`src/rtl/quad_guard_pkg.sv`:
```
package quad_guard_pkg;
  localparam int QUADS  = 4;
  localparam int QUAD_W = 2;

  typedef enum logic [1:0] {
    OCC_FULL   = 2'd0,
    OCC_PAIR   = 2'd1,
    OCC_SINGLE = 2'd2,
    OCC_RSVD   = 2'd3
  } occ_mode_e;

  // bits that exist inside one frame
  function automatic logic [QUADS-1:0] impl_mask(occ_mode_e m);
    case (m)
      OCC_FULL: return 4'b0001;
      OCC_PAIR: return 4'b0101;
      default:  return 4'b1111;
    endcase
  endfunction

  // quadrant whose bit guards quadrant q
  function automatic logic [QUAD_W-1:0] owner_quad(occ_mode_e m, logic [QUAD_W-1:0] q);
    case (m)
      OCC_FULL: return 2'd0;
      OCC_PAIR: return {q[1], 1'b0};
      default:  return q;
    endcase
  endfunction
endpackage

```
`src/rtl/quad_guard_mask.sv`:
```
module quad_guard_mask
  import quad_guard_pkg::*;
#(
  parameter int N_FRAMES = 8,
  localparam int BITS    = N_FRAMES * QUADS
) (
  input  logic [2*N_FRAMES-1:0] frame_mode_i,
  output logic [BITS-1:0]       impl_o
);
  for (genvar f = 0; f < N_FRAMES; f++) begin : g_frame
    assign impl_o[f*QUADS +: QUADS] = impl_mask(occ_mode_e'(frame_mode_i[2*f +: 2]));
  end
endmodule

```
`src/rtl/quad_guard_regs.sv`:
```
module quad_guard_regs
  import quad_guard_pkg::*;
#(
  parameter int N_FRAMES = 8,
  localparam int BITS    = N_FRAMES * QUADS
) (
  input  logic            clk_i,
  input  logic            rst_ni,
  input  logic            req_i,
  input  logic            we_i,
  input  logic            sel_i,
  input  logic            priv_i,
  input  logic [BITS-1:0] wdata_i,
  input  logic [BITS-1:0] impl_i,
  output logic [BITS-1:0] prot_o
);
  logic [BITS-1:0] prot_q, prot_d;
  logic            wr_ok;

  assign wr_ok = req_i & we_i & priv_i;

  always_comb begin
    prot_d = prot_q;
    if (wr_ok) begin
      if (!sel_i) prot_d = prot_q | wdata_i;
      else        prot_d = prot_q & ~wdata_i;
    end
    prot_d = prot_d & impl_i;
  end

  always_ff @(posedge clk_i or negedge rst_ni) begin
    if (!rst_ni) prot_q <= '0;
    else         prot_q <= prot_d;
  end

  // masking on read covers a change of occupancy after programming
  assign prot_o = prot_q & impl_i;
endmodule

```
`src/rtl/quad_guard_check.sv`:
```
module quad_guard_check
  import quad_guard_pkg::*;
#(
  parameter int N_FRAMES  = 8,
  parameter int ADDR_W    = 13,
  parameter int QUAD_LSB  = 8,
  localparam int FRAME_LSB = QUAD_LSB + QUAD_W,
  localparam int FRAME_W   = (N_FRAMES > 1) ? $clog2(N_FRAMES) : 1,
  localparam int BITS      = N_FRAMES * QUADS,
  localparam int IDX_W     = FRAME_W + QUAD_W
) (
  input  logic                  clk_i,
  input  logic                  rst_ni,
  input  logic [2*N_FRAMES-1:0] frame_mode_i,
  input  logic [BITS-1:0]       prot_i,
  input  logic                  bus_req_i,
  input  logic                  bus_we_i,
  input  logic                  bus_priv_i,
  input  logic [ADDR_W-1:0]     bus_addr_i,
  output logic                  fwd_req_o,
  output logic                  fwd_we_o,
  output logic [ADDR_W-1:0]     fwd_addr_o,
  output logic                  violation_o
);
  logic [FRAME_W-1:0] frame;
  logic [QUAD_W-1:0]  quad, owner;
  logic [IDX_W-1:0]   idx;
  occ_mode_e          mode;
  logic               guarded, block;

  assign frame = bus_addr_i[FRAME_LSB +: FRAME_W];
  assign quad  = bus_addr_i[QUAD_LSB +: QUAD_W];

  always_comb begin
    mode    = OCC_SINGLE;
    guarded = 1'b0;
    if (int'(frame) < N_FRAMES) begin
      mode    = occ_mode_e'(frame_mode_i[2*int'(frame) +: 2]);
      owner   = owner_quad(mode, quad);
      idx     = {frame, owner};
      guarded = prot_i[idx];
    end else begin
      owner   = quad;
      idx     = '0;
    end
  end

  assign block = bus_req_i & bus_we_i & ~bus_priv_i & guarded;

  always_ff @(posedge clk_i or negedge rst_ni) begin
    if (!rst_ni) begin
      fwd_req_o   <= 1'b0;
      fwd_we_o    <= 1'b0;
      fwd_addr_o  <= '0;
      violation_o <= 1'b0;
    end else begin
      fwd_req_o   <= bus_req_i & ~block;
      fwd_we_o    <= bus_we_i;
      fwd_addr_o  <= bus_addr_i;
      violation_o <= block;
    end
  end
endmodule

```
`src/rtl/periph_quad_guard.sv`:
```
module periph_quad_guard
  import quad_guard_pkg::*;
#(
  parameter int N_FRAMES = 8,
  parameter int ADDR_W   = 13,
  localparam int BITS    = N_FRAMES * QUADS
) (
  input  logic                  clk_i,
  input  logic                  rst_ni,
  input  logic [2*N_FRAMES-1:0] frame_mode_i,
  input  logic                  reg_req_i,
  input  logic                  reg_we_i,
  input  logic                  reg_sel_i,
  input  logic                  reg_priv_i,
  input  logic [BITS-1:0]       reg_wdata_i,
  output logic [BITS-1:0]       reg_rdata_o,
  input  logic                  bus_req_i,
  input  logic                  bus_we_i,
  input  logic                  bus_priv_i,
  input  logic [ADDR_W-1:0]     bus_addr_i,
  output logic                  fwd_req_o,
  output logic                  fwd_we_o,
  output logic [ADDR_W-1:0]     fwd_addr_o,
  output logic                  violation_o
);
  logic [BITS-1:0] impl, prot;

  quad_guard_mask #(.N_FRAMES(N_FRAMES)) u_mask (
    .frame_mode_i (frame_mode_i),
    .impl_o       (impl)
  );

  quad_guard_regs #(.N_FRAMES(N_FRAMES)) u_regs (
    .clk_i   (clk_i),
    .rst_ni  (rst_ni),
    .req_i   (reg_req_i),
    .we_i    (reg_we_i),
    .sel_i   (reg_sel_i),
    .priv_i  (reg_priv_i),
    .wdata_i (reg_wdata_i),
    .impl_i  (impl),
    .prot_o  (prot)
  );

  assign reg_rdata_o = prot;

  quad_guard_check #(.N_FRAMES(N_FRAMES), .ADDR_W(ADDR_W)) u_check (
    .clk_i        (clk_i),
    .rst_ni       (rst_ni),
    .frame_mode_i (frame_mode_i),
    .prot_i       (prot),
    .bus_req_i    (bus_req_i),
    .bus_we_i     (bus_we_i),
    .bus_priv_i   (bus_priv_i),
    .bus_addr_i   (bus_addr_i),
    .fwd_req_o    (fwd_req_o),
    .fwd_we_o     (fwd_we_o),
    .fwd_addr_o   (fwd_addr_o),
    .violation_o  (violation_o)
  );
endmodule

```
`config.mk`:
```
export PLATFORM = sky130hd
export DESIGN_NAME = periph_quad_guard
export DESIGN_NICKNAME = d
export VERILOG_FILES = /design/src/rtl/quad_guard_pkg.sv /design/src/rtl/quad_guard_mask.sv /design/src/rtl/quad_guard_regs.sv /design/src/rtl/quad_guard_check.sv /design/src/rtl/periph_quad_guard.sv
export SDC_FILE = /design/constraint.sdc
export NUM_CORES = 1
export LEC_CHECK = 0
export BUFFER_PORTS_ARGS = -buffer_cell sky130_fd_sc_hd__buf_4
export CAP_MARGIN = 20
export CORE_MARGIN = 1
export CORE_UTILIZATION = 50
export CTS_BUF_LIST = sky130_fd_sc_hd__clkbuf_16
export DETAILED_ROUTE_END_ITERATION = 16
export PLACE_DENSITY = 0.86
export RECOVER_POWER = 25
export SLEW_MARGIN = 15
export SYNTH_ARGS = -nofsm -noshare
export SYNTH_HDL_FRONTEND = slang
export SYNTH_HIERARCHICAL = 1
export SYNTH_SLANG_ARGS = --single-unit
```
`constraint.sdc`:
```
create_clock -name clk_i -period 2.25 [get_ports clk_i]
set_input_delay 0.45 -clock clk_i [delete_from_list [all_inputs] [get_ports clk_i]]
set_output_delay 0.45 -clock clk_i [all_outputs]
set_load 0.03 [all_outputs]
```
==> key figures <==
Run status
  – Outcome: finished clean

Layout
  – Share of cells above drive strength 1: 48.8%
  – Layout Utilization: 71.0%
  – Fillers: 436
  – ANT cells: 0
  – Design Area, Final: 4300 sq um
  – Area Growth Syn to Fin: 34.0%
  – Total Nets Final: 483

Place
  – Dpl hpwl: 6600 um
  – IO buf count: 117
  – DP Area: 4120 sq um
  – Gpl congestion: 0.879

Power
  – Tot Pwr: 2.41 mW
  – VDD IR max: 0.372 mV
  – Cell Pwr Density: 559 nW/um^2
  – Leak: 2.06 nW

Clocking
  – Hold_buf cts: 0
  – CTS Buf Count: 5
  – CTS resizes: 0
  – CTS tree: done
  – Setup Fix Bufs, Post-CTS: 0
  – Reg clk slew, reported paths: 70 ps
  – CTS max path bufs: 2
  – Deepest level of the CTS H-tree: 2
  – Sinks on Clock Net: 48
  – Clk Latency, worst-skew pair: 290 ps
  – Root Buffer: clkbuf_16

Worst setup path
  – Setup CP Type: in2reg
  – Worst reg2reg endpoint: u_check/violation_o
  – Crit path capture type: flop
  – Critical path peak fanout: 5
  – CP Launch Type: input pin
  – Worst r2r path cells: 8
  – Required @ worst endpoint: 2470 ps
  – Worst R2R Setup Slack: 430 ps
  – Arr. time, crit path: 2410 ps
  – Worst Setup SP: bus_addr_i[11]
  – Critical R2R Launch: u_regs/prot_q[11]

Logic synthesis
  – Sequential fraction of the synthesis area: 37.4%
  – Synth Area in Simple Gates: 13.6%
  – Multiplexer share of the synthesized area: 6.62%
  – Top FF cell, synth: dfrtp_1
  – Most frequent cell after synthesis: dfrtp_1
  – Post-synthesis xor/xnor area fraction: 0%
  – Synthesized flop and latch total: 48
  – Synth area leader: dfrtp_1
  – Syn Inst Count: 303
  – Syn. warnings: 6
  – Number of synthesized flops with an enable pin: 0
  – Post-Syn Area: 3210 sq um
  – Syn Area/Cell: 10.6 sq um
  – Largest family of logic cells by synthesized area: compound AO/OA/AOI/OAI gates
  – Async SR Flop Fraction: 100%
  – Area contributors post-synth: dfrtp_1 37%, a311oi_2 14%, a41oi_1 8.2%
  – Synth top cells by count: 48 x dfrtp_1, 34 x and2_1, 32 x inv_1
  – Yosys top cell area share: 37.4%
  – Post-synthesis adder-cell area fraction: 0%
  – Synth Area in Compound Gates: 28.3%
  – Count of cell types in the netlist: 41

Die
  – Die width: 82.2 um
  – IO Pins: 118
  – Die height: 82.2 um
  – Row cnt: 28
  – Starting density of the core: 53.0%
  – Core area: 6060 sq um
  – Die area: 6750 sq um

Global route
  – Vias in the first global route: 2879
  – Initial antenna violation count: 0
  – Largest net degree at the start of global routing: 49
  – GRT overflow: 0
  – All-Layer GR Usage: 28.2%
  – First-pass GRT wire length: 14400 um

Timing
  – Final period util: 97.2%
  – Slew HR: 17.0%
  – Max frequency: 0.457 GHz
  – Fin. Hold Viols: 0
  – Slew Limit Fails: 0
  – Endpoints failing setup: 0
  – Fin Clk Skew: 6.13 ps
  – Min Tclk post-route: 2190 ps
  – Setup tns final: 0 ps
  – Final hold slack: 280 ps
  – Worst slew pin tran: 1240 ps

Route
  – Routed via count: 2890
  – Drt total wl: 9260 um
  – Drt pass-1 iters: 5
  – DR DRC count: 0
  – Wire per inst: 18.9 um
  – Initial DRC Count: 262
  – Via-to-Cell Ratio: 5.91
  – Routed Antenna Nets: 0

Min path
  – Worst hold path class: in2reg
  – Hold path cells: 1
  – Hold Crit Endpoint: u_check/fwd_addr_o[4]
  – Hold Path Origin: bus_addr_i[4]

Job
  – Max-Cap Viols: 0
how the worst max path moves through the flow:
stage                                     end  depth (start not counted)
final                     u_check/violation_o                          8
after detailed placement  u_check/violation_o                          8
after floorplan           u_check/violation_o                          9
after CTS                 u_check/violation_o                          8
after global placement    u_check/violation_o                          8
after global routing      u_check/violation_o                         10
final cells by class:
type | count | area [sq um] | share of cell area [%]
multi-input cells | 182 | 1630 | 38.0
well taps | 75 | 93.8 | 2.18
flip-flops and latches | 48 | 1200 | 27.9
inverters | 32 | 120 | 2.79
clock inverters | 3 | 46.3 | 1.08
clock buffers | 5 | 125 | 2.91
repair buffers | 144 | 1080 | 25.2
flip-flops by register name, indices dropped and copies added (netlist names):
signal	flops
u_check/fwd_we_o	1
u_regs/prot_q	32
u_check/violation_o	1
u_check/fwd_req_o	1
u_check/fwd_addr_o	13
metal layers:
layer  up-vias  track usage (%)  wire length [um]
li1       1321                -                 -
met5         -                0                 0
met1      1425             38.0              3980
met3         8             4.95               654
met2       136             47.4              4540
met4         0             5.96                80
layout by cell type (no fill, tap or decap), types with 4 or more instances in the layout:
cell	count
buf_4	128
dfrtp_1	48
and2_1	33
inv_1	32
a41oi_1	30
a311oi_2	30
nand2_1	11
clkbuf_4	9
or2_1	8
conb_1	8
mux2_2	7
mux2i_1	7
nand4_1	6
clkbuf_16	5
clkbuf_1	4
cells by family after synthesis:
kind of cell	Yosys count
buffers and inverters	81
other	1
AND/OR/NAND/NOR	74
flip-flops	48
AO/OA/AOI/OAI	82
multiplexers	17
critical path: stages:
cell and delay [ps]:
buf_8 90, mux4_2 500, mux2_4 310, a21o_4 210, and4b_1 180, a211o_1 250
a41oi_2 220, and4_1 210
through the flow:
step	setup WS, ps	std cells
after floorplan	-113	310
after global placement	-215	480
after detailed placement	-254	480
after CTS	25.2	488
after global routing	-6.05	489
final	62.8	489
power breakdown:
part	switching, mW	internal (mW)	leakage, nW	total (mW)
Combinational	0.338	0.277	1.35	0.614
Sequential	0.0177	0.903	0.626	0.921
Clock	0.343	0.529	0.0804	0.872
Total	0.699	1.71	2.06	2.41
(Power assumes the default switching activity.)
